**src/rtl/ocmp_pkg.sv**
```systemverilog
package ocmp_pkg;
   localparam int MODE_W = 7;
   typedef logic [MODE_W-1:0] mode_t;
   localparam mode_t MODE_OCMP  = 7'b0000011;
   localparam int    NUM_GPIO   = 2;
   localparam mode_t GPIO_CODES [NUM_GPIO] = '{7'b0000000, 7'b0000001};
   typedef enum logic {ACT_LOAD = 1'b0, ACT_TOGGLE = 1'b1} act_e;
endpackage

```
**src/rtl/ocmp_bus_mux.sv**
```systemverilog
module ocmp_bus_mux #(
   parameter int          CNT_W    = 24,
   parameter int          SEL_W    = 2,
   parameter logic [SEL_W-1:0] INT_CODE = '1
) (
   input  logic [SEL_W-1:0] bus_sel,
   input  logic [CNT_W-1:0] cnt_int,
   input  logic [CNT_W-1:0] cnt_ext,
   output logic [CNT_W-1:0] sel_cnt
);
   generate
      if (SEL_W < 1) begin : g_bad_sel
         $error("ocmp_bus_mux: SEL_W must be at least 1");
      end
      if (SEL_W == 1) begin : g_bit
         assign sel_cnt = (bus_sel[0] == INT_CODE[0]) ? cnt_int : cnt_ext;
      end else begin : g_code
         assign sel_cnt = (bus_sel == INT_CODE) ? cnt_int : cnt_ext;
      end
   endgenerate
endmodule

```
**src/rtl/ocmp_match_reg.sv**
```systemverilog
module ocmp_match_reg #(
   parameter int CNT_W = 24
) (
   input  logic             clk,
   input  logic             rst_n,
   input  logic             wr_en,
   input  logic [CNT_W-1:0] wr_data,
   output logic [CNT_W-1:0] active_q
);
   logic [CNT_W-1:0] stage_q;
   logic [CNT_W-1:0] stage_d;

   assign stage_d = wr_en ? wr_data : stage_q;

   always_ff @(posedge clk or negedge rst_n) begin
      if (!rst_n) begin
         stage_q  <= '0;
         active_q <= '0;
      end else begin
         stage_q  <= stage_d;
         active_q <= stage_d;
      end
   end
endmodule

```
**src/rtl/ocmp_match_det.sv**
```systemverilog
module ocmp_match_det #(
   parameter int CNT_W = 24
) (
   input  logic             clk,
   input  logic             rst_n,
   input  logic             in_mode,
   input  logic             entry,
   input  logic [CNT_W-1:0] sel_cnt,
   input  logic [CNT_W-1:0] active,
   output logic             match_evt
);
   logic eq_now;
   logic eq_q;

   assign eq_now    = in_mode && (sel_cnt == active);
   assign match_evt = eq_now && !eq_q && !entry;

   always_ff @(posedge clk or negedge rst_n) begin
      if (!rst_n) eq_q <= 1'b0;
      else        eq_q <= eq_now;
   end
endmodule

```
**src/rtl/ocmp_out_ctl.sv**
```systemverilog
module ocmp_out_ctl
   import ocmp_pkg::*;
(
   input  logic clk,
   input  logic rst_n,
   input  logic in_mode,
   input  logic entry,
   input  logic match_evt,
   input  logic force_match,
   input  logic act_sel,
   input  logic pol,
   input  logic flag_clr,
   output logic out_pin,
   output logic flag
);
   logic do_act;
   logic out_d;

   assign do_act = in_mode && !entry && (match_evt || force_match);

   always_comb begin
      out_d = out_pin;
      if (entry)       out_d = ~pol;
      else if (do_act) out_d = (act_e'(act_sel) == ACT_TOGGLE) ? ~out_pin : pol;
   end

   always_ff @(posedge clk or negedge rst_n) begin
      if (!rst_n) begin
         out_pin <= 1'b0;
         flag    <= 1'b0;
      end else begin
         out_pin <= out_d;
         flag    <= match_evt | (flag & ~flag_clr);
      end
   end
endmodule

```
**src/rtl/ocmp_channel.sv**
```systemverilog
module ocmp_channel
   import ocmp_pkg::*;
#(
   parameter int CNT_W = 24,
   parameter int SEL_W = 2
) (
   input  logic             clk,
   input  logic             rst_n,
   input  logic             wr_en,
   input  logic [CNT_W-1:0] wr_data,
   output logic [CNT_W-1:0] rd_data,
   input  logic [6:0]       mode_in,
   input  logic             pol,
   input  logic             act_sel,
   input  logic             force_match,
   input  logic [SEL_W-1:0] bus_sel,
   input  logic [CNT_W-1:0] cnt_int,
   input  logic [CNT_W-1:0] cnt_ext,
   input  logic             flag_clr,
   output logic             out_pin,
   output logic             flag
);
   localparam logic [SEL_W-1:0] INT_CODE = {SEL_W{1'b1}};

   generate
      if (CNT_W < 2) begin : g_bad_width
         $error("ocmp_channel: CNT_W must be at least 2");
      end
   endgenerate

   mode_t            mode_q;
   logic             in_mode;
   logic             prev_gpio;
   logic             entry;
   logic             match_evt;
   logic [CNT_W-1:0] sel_cnt;
   logic [NUM_GPIO-1:0] gpio_hit;

   generate
      for (genvar g = 0; g < NUM_GPIO; g++) begin : g_gpio
         assign gpio_hit[g] = (mode_q == GPIO_CODES[g]);
      end
   endgenerate

   assign in_mode   = (mode_in == MODE_OCMP);
   assign prev_gpio = |gpio_hit;
   assign entry     = in_mode && prev_gpio;

   always_ff @(posedge clk or negedge rst_n) begin
      if (!rst_n) mode_q <= GPIO_CODES[0];
      else        mode_q <= mode_in;
   end

   ocmp_bus_mux #(.CNT_W(CNT_W), .SEL_W(SEL_W), .INT_CODE(INT_CODE)) u_mux (
      .bus_sel (bus_sel),
      .cnt_int (cnt_int),
      .cnt_ext (cnt_ext),
      .sel_cnt (sel_cnt)
   );

   ocmp_match_reg #(.CNT_W(CNT_W)) u_reg (
      .clk      (clk),
      .rst_n    (rst_n),
      .wr_en    (wr_en),
      .wr_data  (wr_data),
      .active_q (rd_data)
   );

   ocmp_match_det #(.CNT_W(CNT_W)) u_det (
      .clk       (clk),
      .rst_n     (rst_n),
      .in_mode   (in_mode),
      .entry     (entry),
      .sel_cnt   (sel_cnt),
      .active    (rd_data),
      .match_evt (match_evt)
   );

   ocmp_out_ctl u_out (
      .clk         (clk),
      .rst_n       (rst_n),
      .in_mode     (in_mode),
      .entry       (entry),
      .match_evt   (match_evt),
      .force_match (force_match),
      .act_sel     (act_sel),
      .pol         (pol),
      .flag_clr    (flag_clr),
      .out_pin     (out_pin),
      .flag        (flag)
   );
endmodule

```
**config.mk**
```make
export PLATFORM = sky130hd
export DESIGN_NAME = ocmp_channel
export DESIGN_NICKNAME = d
export VERILOG_FILES = /design/src/rtl/ocmp_pkg.sv /design/src/rtl/ocmp_bus_mux.sv /design/src/rtl/ocmp_match_reg.sv /design/src/rtl/ocmp_match_det.sv /design/src/rtl/ocmp_out_ctl.sv /design/src/rtl/ocmp_channel.sv
export SDC_FILE = /design/constraint.sdc
export NUM_CORES = 1
export LEC_CHECK = 0
export BUFFER_PORTS_ARGS = -buffer_cell sky130_fd_sc_hd__buf_2
export CELL_PAD_IN_SITES_DETAIL_PLACEMENT = 2
export CELL_PAD_IN_SITES_GLOBAL_PLACEMENT = 2
export CORE_ASPECT_RATIO = 2
export CORE_UTILIZATION = 27
export CTS_CLUSTER_SIZE = 16
export DETAILED_ROUTE_END_ITERATION = 8
export PLACE_DENSITY = 0.88
export REMOVE_ABC_BUFFERS = 1
export SKIP_CTS_REPAIR_TIMING = 1
export SYNTH_ARGS = -nofsm -noshare
export SYNTH_HDL_FRONTEND = slang
export SYNTH_SLANG_ARGS = --single-unit
export TNS_END_PERCENT = 30
```
**constraint.sdc**
```tcl
create_clock -name clk -period 4.6 [get_ports clk]
set_clock_uncertainty 0.2 [all_clocks]
set_input_delay 0.46 -clock clk [delete_from_list [all_inputs] [get_ports clk]]
set_output_delay 0.46 -clock clk [all_outputs]
set_load 0.02 [all_outputs]
```
==> qor.csv <==
metric;value;unit
critical path class;in -> reg;
drt initial violations;52;
DRC;0;
initial cell density of the core;27.9;%
cts bufs inserted;5;
clock sink count;33;
height of the die;131;um
DRT Pass-1 Iters;4;
maximum vdd drop;176;uV
aggregate global-route resource usage;21.6;%
setup violators final;0;
crit path time final;2910;ps
critical-path cell list;buf_2 > nand2_1 > a2111oi_0 > o2111ai_1 > nor4_4 > mux2i_1 > nand4_1;
status;complete, no violations;
final count of hold timing violations;0;
Mapped Cells;247;
Warnings, synthesis;0;
setup ws final;1690;ps
Worst Setup End Kind;register;
Reg2Reg Launch Point;u_reg.active_q[4];
number of synthesized flops with an enable pin;0;
RSZ-0062 raised after global routing;no;
Yosys cell types;46;
most common library cells after synthesis;33 x dfrtp_1, 24 x nand2b_1, 18 x inv_1, 17 x nand2_1;
routed wire length;9.06;mm
Root Driver;clkbuf_16;
Die ar.;8670;um^2
IO Count;114;
wire length of the first global-routing pass;13.5;mm
xor/xnor share of the synthesized area;3.92;%
Req. time, crit path;4560;ps
post-route total power;0.939;mW
htree depth;2;
HP Class;in -> async;
Avg Cell Area, Syn;9.05;um^2
routed length per instance;19.9;um
top_reg_cell synth;dfrtp_1;
CTS Buffer Depth;2;
vias post-DR;2426;
Clock transition at path regs;60;ps
fraction of the yosys area taken by sequential cells;37.0;%
Chip Width;66.3;um
dpl ws;1390;ps
Core Area;8000;um^2
adder-cell share of the synthesized area;0;%
nets;446;
simple-gate portion of the synthesized area;26.1;%
Max transition margin;45.5;%
Worst-Margin Slew;797;ps
initial antenna violation count;1;
Clk Latency, worst-skew pair;290;ps
most frequent cell after synthesis;dfrtp_1;
detailed-placement wirelength estimate;7.24;mm
count of final max-slew check failures;0;
DR vias/cell;5.32;
worst setup path start;bus_sel[1];
mux share of post-synthesis cell area;10.6;%
Max-Cap Viols;0;
CP Launch Type;primary input;
vias in the first global route;2683;
P_leak;1.43;nW
CP max FO;23;
fmax;344;MHz
Final ANT Viol Nets;0;
share of cells above drive strength 1;38.7;%
CP peak stage delay;890;ps
Final TNS setup;0;ps
critical path's slowest cell;a2111oi_0;
post-synthesis compound-gate area fraction;17.5;%
Area growth syn-to-layout;35.9;%
WP data arrival;2870;ps
area share of the largest cell type after synthesis;37.0;%
Power Dens Cells;309;nW/um^2
main combinational cell family by area after synthesis;simple AND/OR/NAND/NOR gates;
largest net degree at the start of global routing;35;
CTS tree;built;
I/O Buffers;113;
total grt overflow;0;
Placement Rows;46;
top cells by area, synth;dfrtp_1 37%, mux2_2 7.1%, nand2b_1 6.7%;
largest area contributor in the netlist;dfrtp_1;
synthesized area;2230;um^2
#FFs+latches synth;33;
R2R depth;7;
GP Congestion;0.812;
asr flop ratio synth;100;%
Final period util;63.2;%
worst max-delay path, delay by kind of cell:
| kind | cells | cell delay (ps) |
|---|---|---|
| AOI/OAI and AO/OA | 2 | 1170 |
| buffers and inverters | 1 | 120 |
| muxes | 1 | 220 |
| and+or+nand+nor | 3 | 900 |
flip-flops by register name, summed over array words and instances (netlist names):
register	cells
u_out.flag	1
u_reg.active_q	24
u_det.eq_q	1
mode_q	6
u_out.out_pin	1
final cells by class:
class	instances	area [um^2]
timing repair buffer	113	566
clock buffer	7	153
sequential	33	826
clock inverter	1	5.00
antenna	1	2.50
tap	96	120
inverter	18	67.6
multi-input combinational	187	1300
fill	938	4960
final timing paths:
path / endpoint / slack (ps)
setup / recovery: u_out.out_pin / 1690
hold / removal: u_reg.active_q[23] / 60
setup reg to reg: u_out.out_pin / 1920
hold reg to reg: u_out.flag / 310
max in group asynchronous: u_reg.active_q[3] / 3630
min in group clk: mode_q[1] / 100
stage by stage:
| step | hold WS (ps) | std cells | utilization, % | instance area (um^2) |
|---|---|---|---|---|
| 6_report | 59.3 | 456 | 38.0 | 3040 |
| 5_1_grt | 94.9 | 456 | 38.0 | 3040 |
| 4_1_cts | 98.1 | 455 | 37.9 | 3040 |
| 3_5_place_dp | 310 | 447 | 36.0 | 2880 |
| 3_3_place_gp | 296 | 447 | 36.0 | 2880 |
| 2_1_floorplan | -35.6 | 238 | - | 2190 |
cell families after synthesis:
group	Yosys count
xor gates and xnor gates	10
AOI/OAI and AO/OA	58
buffers and inverters	27
DFF	33
muxes	22
and+or+nand+nor	97
where the power goes:
group          switching (mW)  internal, mW
Sequential             0.0287         0.314
Combinational           0.136         0.102
Clock                   0.130         0.229
Total                   0.295         0.644
routing by layer:
layer  GRT usage (%)  vias to the layer above  share of wire [%]  wire length (um)
li1                -                     1120                  -                 -
met5               0                        -                  0                 0
met1            18.6                     1189                 31              2790
met4            13.8                        0                5.2               469
met2            43.1                       84                 60              5450
met3            3.73                       33                3.9               353
placed cells by master, fill, tap and decap left out, types with 7 or more instances in the layout:
| master | n |
|---|---|
| nor4_1 | 7 |
| nand2_1 | 17 |
| mux2_2 | 14 |
| a21oi_1 | 14 |
| buf_2 | 113 |
| o21ai_0 | 14 |
| dfrtp_1 | 33 |
| nor2_1 | 10 |
| xor2_1 | 7 |
| mux2i_1 | 8 |
| nor2b_1 | 9 |
| inv_1 | 18 |
| nand2b_1 | 24 |
No activity file was read; power rests on OpenSTA's default activity.
